File: src/rtl/pin_wake_monitor.sv
module pin_wake_monitor #(
  parameter int WIDTH       = 8,
  parameter int SYNC_STAGES = 2,
  parameter int ADDR_W      = 12,
  parameter int VECTOR      = 8
) (
  input  logic              clk,
  input  logic              rst_n,
  input  logic [WIDTH-1:0]  pins,
  input  logic              port_rd,
  input  logic              flag_clr,
  input  logic              chg_ie,
  input  logic              gie,
  input  logic              asleep,
  input  logic              wdt_clr,
  input  logic              sleep_enter,
  input  logic              wdt_timeout,
  output logic              chg_flag,
  output logic              wake_req,
  output logic              vec_req,
  output logic [ADDR_W-1:0] vec_addr,
  output logic              stat_t,
  output logic              stat_p
);

  logic [WIDTH-1:0] sync_pipe [SYNC_STAGES];
  logic [WIDTH-1:0] sync_val;
  logic [WIDTH-1:0] snap_q;
  logic             mismatch;

  always_ff @(posedge clk or negedge rst_n) begin
    if (!rst_n) begin
      for (int i = 0; i < SYNC_STAGES; i++) sync_pipe[i] <= '0;
    end else begin
      sync_pipe[0] <= pins;
      for (int i = 1; i < SYNC_STAGES; i++) sync_pipe[i] <= sync_pipe[i-1];
    end
  end

  assign sync_val = sync_pipe[SYNC_STAGES-1];
  assign mismatch = |(sync_val ^ snap_q);

  always_ff @(posedge clk or negedge rst_n) begin
    if (!rst_n)       snap_q <= '0;
    else if (port_rd) snap_q <= sync_val;
  end

  always_ff @(posedge clk or negedge rst_n) begin
    if (!rst_n)        chg_flag <= 1'b0;
    else if (flag_clr) chg_flag <= 1'b0;
    else if (mismatch) chg_flag <= 1'b1;
  end

  assign wake_req = asleep & chg_ie & chg_flag;
  assign vec_req  = chg_ie & chg_flag & gie;
  assign vec_addr = vec_req ? ADDR_W'(VECTOR) : '0;

  always_ff @(posedge clk or negedge rst_n) begin
    if (!rst_n) begin
      stat_t <= 1'b1;
      stat_p <= 1'b1;
    end else if (wdt_timeout) begin
      stat_t <= 1'b0;
    end else if (wdt_clr) begin
      stat_t <= 1'b1;
      stat_p <= 1'b1;
    end else if (sleep_enter || wake_req) begin
      stat_t <= 1'b1;
      stat_p <= 1'b0;
    end
  end

  a_r2_snap_loads_sync: assert property (@(posedge clk) disable iff (!rst_n)
    port_rd |=> snap_q == $past(sync_val));
  a_r3_flag_follows_mismatch: assert property (@(posedge clk) disable iff (!rst_n)
    $rose(chg_flag) |-> $past(sync_val) != $past(snap_q));
  a_r4_flag_sticky: assert property (@(posedge clk) disable iff (!rst_n)
    chg_flag && !flag_clr |=> chg_flag);
  a_r5_clear_wins: assert property (@(posedge clk) disable iff (!rst_n)
    flag_clr |=> !chg_flag);
  a_r8_wake_only_asleep: assert property (@(posedge clk) disable iff (!rst_n)
    !asleep |-> !wake_req);
  a_r10_timeout_clears_t: assert property (@(posedge clk) disable iff (!rst_n)
    wdt_timeout |=> !stat_t && stat_p == $past(stat_p));
  a_r10_wdt_clear_sets_tp: assert property (@(posedge clk) disable iff (!rst_n)
    wdt_clr && !wdt_timeout |=> stat_t && stat_p);
  a_r10_wake_sets_t_clears_p: assert property (@(posedge clk) disable iff (!rst_n)
    wake_req && !wdt_timeout && !wdt_clr |=> stat_t && !stat_p);

endmodule

File: config.mk
export PLATFORM = sky130hd
export DESIGN_NAME = pin_wake_monitor
export DESIGN_NICKNAME = d
export VERILOG_FILES = /design/src/rtl/pin_wake_monitor.sv
export SDC_FILE = /design/constraint.sdc
export NUM_CORES = 1
export LEC_CHECK = 0
export CORE_ASPECT_RATIO = 1.5
export CORE_UTILIZATION = 45
export CTS_CLUSTER_SIZE = 12
export DETAILED_ROUTE_END_ITERATION = 16
export PLACE_DENSITY_LB_ADDON = 0.12
export REMOVE_ABC_BUFFERS = 1
export SLEW_MARGIN = 40
export SYNTH_ARGS = -nofsm -noshare
export SYNTH_HDL_FRONTEND = slang
export SYNTH_SLANG_ARGS = --single-unit
File: constraint.sdc
create_clock -name clk -period 1.9 [get_ports clk]
set_clock_uncertainty 0.15 [all_clocks]
set_input_delay 0.19 -clock clk [delete_from_list [all_inputs] [get_ports clk]]
set_output_delay 0.19 -clock clk [all_outputs]
set_load 0.05 [all_outputs]
==> load_flow_metrics.sql, run 1 <==
INSERT INTO impl_metrics (metric_group, metric, value, unit) VALUES
('logic_synthesis', 'synth_seq_area_share', '0.6783', ''),
('sta', 'setup_violations', '0', ''),
('floorplanning', 'effective_utilization_at_floorplan', '0.4872', ''),
('detailed_routing', 'drc', '0', ''),
('floorplanning', 'placementRows', '20', ''),
('logic_synthesis', 'synthesis.area_per_instance', '14.49', 'um^2'),
('clocking', 'clock_buffers_created_by_tritoncts', '3', ''),
('detailed_routing', 'drt_iter0_drc', '14', ''),
('sta', 'max_freq', '619.0', 'MHz'),
('run_status', 'status', 'finished, final reports clean', ''),
('clocking', 'holdBufCountCts', '0', ''),
('worst_setup_path', 'worstSetupStartpointType', 'flip-flop', ''),
('detailed_routing', 'first_drt_pass_iteration_count', '2', ''),
('clocking', 'clk_latency', '0.31', 'ns'),
('sta', 'time_the_final_worst_path_needs_with_i_o_delays_and_setup', '1.616', 'ns'),
('logic_synthesis', 'synth_top_family_by_area', 'buffers and inverters', ''),
('worst_setup_path', 'crit_path_max_incr_delay', '0.54', 'ns'),
('placed_design', 'gp_congestion', '0.6610', ''),
('logic_synthesis', 'synth-compound-area-share', '0.02753', ''),
('floorplanning', 'die-area', '2418', 'um^2'),
('sta', 'rsz0062_at_grt', 'false', ''),
('layout', 'num_antenna_cells', '0', ''),
('clocking', 'max-clock-path-buffers', '2', ''),
('worst_setup_path', 'cp_cell_sequence', 'dlygate4sd2_1', ''),
('worst_setup_path', 'worst_path_maximum_fanout', '5', ''),
('grt', 'gr-total-overflow', '0', ''),
('grt', 'groute.usage.overall', '0.1384', ''),
('sta', 'totalNegativeSetupSlack', '0', 'ns'),
('detailed_routing', 'viasPerCell', '4.655', ''),
('worst_setup_path', 'timing.reg2reg.setup_slack', '0.63', 'ns'),
('layout', 'layout.area.seq', '678.2', 'um^2'),
('detailed_routing', 'route.detailed.wl_per_inst', '11.59', 'um'),
('clocking', 'ctsRootBufferMaster', 'sky130_fd_sc_hd__clkbuf_4', ''),
('worst_setup_path', 'worst_path_max_delay_cell', 'sky130_fd_sc_hd__dlygate4sd2_1', ''),
('logic_synthesis', 'synth_fa_ha_area_frac', '0', ''),
('grt', 'pin_count_of_the_biggest_net_entering_global_routing', '28', ''),
('layout', 'area.growth.synth_to_final', '25.91', '%'),
('layout', 'multiInputGateArea', '260.3', 'um^2'),
('detailed_routing', 'final_antenna_net_count', '0', ''),
('logic_synthesis', 'synthSimpleGateAreaFrac', '0.03129', ''),
('clocking', 'cts-htree-levels', '1', ''),
('sta', 'setup_slack', '0.2845', 'ns'),
('sta', 'final_min_period_over_clock_period', '0.8503', ''),
('run', 'max_cap_viol_count', '0', ''),
('worst_hold_path', 'hold_path.class', 'in -> async', ''),
('sta', 'fin_hold_ws', '0.07223', 'ns'),
('logic_synthesis', 'synthMuxAreaShare', '0.09011', ''),
('placed_design', 'dp.cells', '112', ''),
('power_and_ir_drop', 'total_leakage_power', '0.5722', 'nW'),
('floorplanning', 'design.core.area', '2052', 'um^2'),
('floorplanning', 'height_of_the_chip', '59.73', 'um'),
('detailed_routing', 'totalWireLength', '1345', 'um'),
('clocking', 'cts_tree', 'built', ''),
('worst_setup_path', 'arrival', '1.28', 'ns'),
('worst_setup_path', 'worst_path_top_cell_family_by_delay', 'buffers and inverters', ''),
('placed_design', 'place.detailed.hpwl', '1025', 'um'),
('floorplanning', 'ioPinCount', '35', ''),
('sta', 'timing.final.hold_violations', '0', ''),
('logic_synthesis', 'synthesis.area', '999.7', 'um^2'),
('layout', 'fin_util', '0.6134', ''),
('placed_design', 'placement.io_buffers', '23', ''),
('layout', 'commonest_cells_after_routing_fill_and_taps_aside', 'sky130_fd_sc_hd__dfrtp_1, sky130_fd_sc_hd__clkdlybuf4s50_1, sky130_fd_sc_hd__conb_1', ''),
('logic_synthesis', 'synth_cells', '69', ''),
('grt', 'grt_pass1_vias', '538', ''),
('power_and_ir_drop', 'worst_ir_drop_on_vdd', '603.7', 'uV'),
('sta', 'maxSlewViolCount', '0', ''),
('detailed_routing', 'vias', '540', ''),
('layout', 'filler_cell_count', '168', ''),
('placed_design', 'place_worst_setup_slack', '0.3553', 'ns'),
('grt', 'grt_first_pass_wirelength', '2180', 'um'),
('layout', 'finish.instance_area', '1259', 'um^2');
-- layout make-up --
type,count,area share
Multi-Input combinational cell,38,0.2068
Timing Repair Buffer,24,0.2078
Inverter,1,0.002982
Clock inverter,1,0.003976
Tap cell,22,0.02187
Sequential cell,27,0.5388
Clock buffer,3,0.01789
-- Yosys cell counts, drive strengths merged --
library cell	number	area share
dfrtp	25	0.63
buf	13	0.095
mux2	8	0.090
xor2	8	0.070
a31oi	2	0.013
and3	2	0.013
dfstp	2	0.053
nor2	2	0.0075
o21ai	2	0.010
a21oi	1	0.0050
conb	1	0.0038
inv	1	0.0038
nor3	1	0.0050
nor4	1	0.0063
-- sequential cells by signal, summed over array words and instances, names as in the netlist --
signal     count
stat_t         1
stat_p         1
snap_q         8
chg_flag       1
sync_pipe      8
sync_val       8
-- worst register-to-register path, stage by stage, from the launching register on --
cell	delay, ns
sky130_fd_sc_hd__dfrtp_1	0.41
sky130_fd_sc_hd__xor2_1	0.17
sky130_fd_sc_hd__nor4_1	0.30
sky130_fd_sc_hd__a31oi_1	0.13
-- power by group --
| group | switching (mW) | internal, mW |
|---|---|---|
| registers | 0.0220 | 0.617 |
| clock network | 0.155 | 0.0788 |
| logic | 0.113 | 0.0773 |
| total | 0.290 | 0.773 |
-- cells by family after synthesis --
| kind of cell | after synthesis |
|---|---|
| buf+inv | 14 |
| compound gates | 5 |
| mux | 8 |
| simple gates | 6 |
| xor+xnor | 8 |
| other cells | 1 |
| flops | 27 |
-- path summary, 6_finish.rpt --
| kind | startpoint | end | cells past startpoint |
|---|---|---|---|
| setup / recovery | chg_flag$_DFFE_PN0P_ | chg_flag | 1 |
| hold / removal | rst_n | sync_val[7]$_DFF_PN0_ | 2 |
| setup reg to reg | snap_q[4]$_DFFE_PN0P_ | chg_flag$_DFFE_PN0P_ | 3 |
| hold reg to reg | sync_pipe[8]$_DFF_PN0_ | sync_val[0]$_DFF_PN0_ | 0 |
| max in group asynchronous | rst_n | stat_t$_DFFE_PN1P_ | 2 |
| min in group clk | pins[0] | sync_pipe[8]$_DFF_PN0_ | 1 |
-- metal layers --
layer | track usage | up-vias | part of all wire
li1 | - | 252 | -
met1 | 0.1314 | 263 | 0.34
met2 | 0.2517 | 23 | 0.57
met3 | 0.03346 | 2 | 0.066
met4 | 0.07143 | 0 | 0.016
met5 | 0 | - | 0
-- repair_timing --
item                                    CTS  global route
resized for setup                         1             0
setup buffers                             0             0
endpoints found under the setup margin    1             0
(Power assumes the default switching activity.)
==> run 2: changes to the inputs <==
HOLD_SLACK_MARGIN = 0.06   (was default)
REMOVE_ABC_BUFFERS = default   (was 1)
SKIP_CTS_REPAIR_TIMING = 1   (was default)
==> run 2 against run 1 <==
Net effect: routed wire length fell by 4.2%; worst hold slack gained 0.0034 ns; total power down 0.23%; first-iteration DRC count fell by 93%; clock power barely moved; final area increased by 0.30%; sequential power about the same; worst setup slack improved by 0.082 ns; global-route usage fell by 0.75 points; final cell count is the same; fmax increased by 5.3%; sequential share of layout area fell by 0.16 points.
==> load_flow_metrics.sql, run 2 (same netlist as run 1, synthesis figures left out) <==
INSERT INTO impl_metrics (metric_group, metric, value, unit) VALUES
('sta', 'max_freq', '652.0', 'MHz'),
('run_status', 'status', 'finished, final reports clean', ''),
('clocking', 'cts_tree', 'built', ''),
('power_and_ir_drop', 'p_int', '0.7733', 'mW'),
('floorplanning', 'design.core.area', '2052', 'um^2'),
('power_and_ir_drop', 'power_per_cell_area', '840.2', 'nW/um^2'),
('detailed_routing', 'final_antenna_net_count', '0', ''),
('sta', 'maxSlewViolCount', '0', ''),
('clocking', 'path_clk_slew', '0.14', 'ns'),
('worst_setup_path', 'rr_startpoint', 'snap_q[4]$_DFFE_PN0P_', ''),
('clocking', 'clock_buffers_created_by_tritoncts', '3', ''),
('worst_setup_path', 'worstSetupPathType', 'reg -> out', ''),
('grt', 'grt_pass1_vias', '524', ''),
('clocking', 'tritoncts_num_sinks', '27', ''),
('grt', 'gr-total-overflow', '0', ''),
('detailed_routing', 'drt_iter0_drc', '1', ''),
('worst_setup_path', 'timing.reg2reg.setup_slack', '0.65', 'ns'),
('worst_setup_path', 'arrival', '1.19', 'ns'),
('worst_setup_path', 'reg2regPathDepth', '3', ''),
('worst_setup_path', 'critical_path.endpoint_type', 'primary output', ''),
('placed_design', 'dp.cells', '112', ''),
('clocking', 'max-clock-path-buffers', '2', ''),
('detailed_routing', 'first_drt_pass_iteration_count', '2', ''),
('placed_design', 'place_worst_setup_slack', '0.3553', 'ns'),
('grt', 'grt_first_pass_wirelength', '2063', 'um'),
('worst_setup_path', 'crit_path_start', 'chg_flag$_DFFE_PN0P_', ''),
('detailed_routing', 'route.detailed.wl_per_inst', '11.11', 'um'),
('layout', 'final_layout_net_count', '113', ''),
('sta', 'time_the_final_worst_path_needs_with_i_o_delays_and_setup', '1.534', 'ns'),
('floorplanning', 'placementRows', '20', ''),
('power_and_ir_drop', 'worst_ir_drop_on_vdd', '561.2', 'uV'),
('power_and_ir_drop', 'total_leakage_power', '0.5800', 'nW'),
('layout', 'num_antenna_cells', '0', ''),
('worst_setup_path', 'worstSetupStartpointType', 'flip-flop', ''),
('power_and_ir_drop', 'sw_frac_of_total', '0.2709', ''),
('placed_design', 'gp_congestion', '0.6298', ''),
('layout', 'final_common_cell', 'sky130_fd_sc_hd__dfrtp_1', ''),
('sta', 'timing.final.hold_violations', '0', ''),
('sta', 'rsz0062_at_grt', 'false', ''),
('detailed_routing', 'totalWireLength', '1289', 'um'),
('power_and_ir_drop', 'power_frac_comb', '0.180', ''),
('detailed_routing', 'vias', '548', ''),
('grt', 'pin_count_of_the_biggest_net_entering_global_routing', '28', ''),
('worst_setup_path', 'worst_path_maximum_fanout', '5', ''),
('clocking', 'cts-htree-levels', '1', ''),
('power_and_ir_drop', 'total_switching_power', '0.2873', 'mW'),
('floorplanning', 'die_width', '40.49', 'um'),
('floorplanning', 'height_of_the_chip', '59.73', 'um'),
('floorplanning', 'effective_utilization_at_floorplan', '0.4872', ''),
('layout', 'commonest_cells_after_routing_fill_and_taps_aside', 'sky130_fd_sc_hd__dfrtp_1, sky130_fd_sc_hd__clkdlybuf4s50_1, sky130_fd_sc_hd__conb_1', ''),
('power_and_ir_drop', 'report.power.total', '1.061', 'mW'),
('layout', 'final_cells', '116', ''),
('floorplanning', 'die-area', '2418', 'um^2'),
('power_and_ir_drop', 'clock_power_share', '0.218', ''),
('worst_hold_path', 'hold_path.class', 'in -> async', ''),
('sta', 'setup_violations', '0', ''),
('grt', 'groute.usage.overall', '0.1309', ''),
('sta', 'relative_max_transition_margin', '0.6674', ''),
('sta', 'final_min_period_over_clock_period', '0.8072', ''),
('worst_setup_path', 'critical_path_required', '1.56', 'ns'),
('clocking', 'ctsRootBufferMaster', 'sky130_fd_sc_hd__clkbuf_4', ''),
('floorplanning', 'ioPinCount', '35', ''),
('grt', 'initial_antenna_violation_count', '0', ''),
('clocking', 'clk_latency', '0.30', 'ns'),
('worst_setup_path', 'timing.critical_path.to', 'vec_req', ''),
('layout', 'fin_util', '0.6152', ''),
('layout', 'layout-drive-gt1-share', '0.2128', ''),
('detailed_routing', 'viasPerCell', '4.724', ''),
('worst_setup_path', 'rr_endpoint', 'chg_flag$_DFFE_PN0P_', ''),
('placed_design', 'placement.io_buffers', '23', ''),
('sta', 'fin_hold_ws', '0.07559', 'ns'),
('placed_design', 'place.detailed.hpwl', '977.1', 'um'),
('sta', 'setup_slack', '0.3663', 'ns'),
('detailed_routing', 'drc', '0', ''),
('layout', 'area.growth.synth_to_final', '26.28', '%'),
('sta', 'tightest_slew', '0.4980', 'ns'),
('power_and_ir_drop', 'power.sequential.fraction', '0.601', ''),
('run', 'max_cap_viol_count', '0', '');
run 2: cell types whose count changed in the layout (fill, tap and decap cells not counted):
cell | previous run | this run
sky130_fd_sc_hd__dlymetal6s2s_1 | 0 | 1
sky130_fd_sc_hd__dlygate4sd2_1 | 1 | 0
run 2: worst max-delay path, stage by stage, from the launching register on:
cell and delay [ns]:
sky130_fd_sc_hd__dfrtp_1 0.42, sky130_fd_sc_hd__and3_1 0.29, sky130_fd_sc_hd__buf_12 0.17
run 2: worst min path at each step:
stage | end | slack, ns | cells past startpoint | start
2_1_floorplan | chg_flag$_DFFE_PN0P_ | -0.26 | 0 | rst_n
3_3_place_gp | sync_val[0]$_DFF_PN0_ | 0.18 | 0 | sync_pipe[8]$_DFF_PN0_
3_5_place_dp | sync_val[3]$_DFF_PN0_ | 0.19 | 0 | sync_pipe[11]$_DFF_PN0_
4_1_cts | sync_pipe[13]$_DFF_PN0_ | 0.07 | 2 | rst_n
5_1_grt | chg_flag$_DFFE_PN0P_ | 0.10 | 2 | rst_n
6_report | sync_pipe[13]$_DFF_PN0_ | 0.08 | 2 | rst_n
run 2: layer usage:
layer / routed length [um] / track usage
met4: 16 / 0.08571
met2: 696 / 0.2245
met3: 94 / 0.03346
met1: 481 / 0.1285
met5: 0 / 0
run 2: area by class of cell:
cell class	count	area (um^2)
fill	183	789.5
sequential	27	678.2
timing repair buffer	24	265.3
multi-input combinational	38	260.3
tap	22	27.53
clock buffer	3	22.52
clock inverter	1	5.005
inverter	1	3.754
run 2: power by group through the flow:
stage / logic (mW) / clock network [mW] / registers, mW
after floorplan: 0.120 / 0 / 0.664
after global placement: 0.192 / 0 / 0.647
after detailed placement: 0.194 / 0 / 0.650
after CTS: 0.194 / 0.250 / 0.639
after global routing: 0.205 / 0.274 / 0.644
final: 0.191 / 0.232 / 0.638
run 2: through the flow:
stage               setup TNS, ns  cell area (um^2)
global route                    0              1262
detailed placement              0              1232
global placement                0              1232
finish                          0              1262
CTS                      -0.02289              1260
floorplan                       0              1037
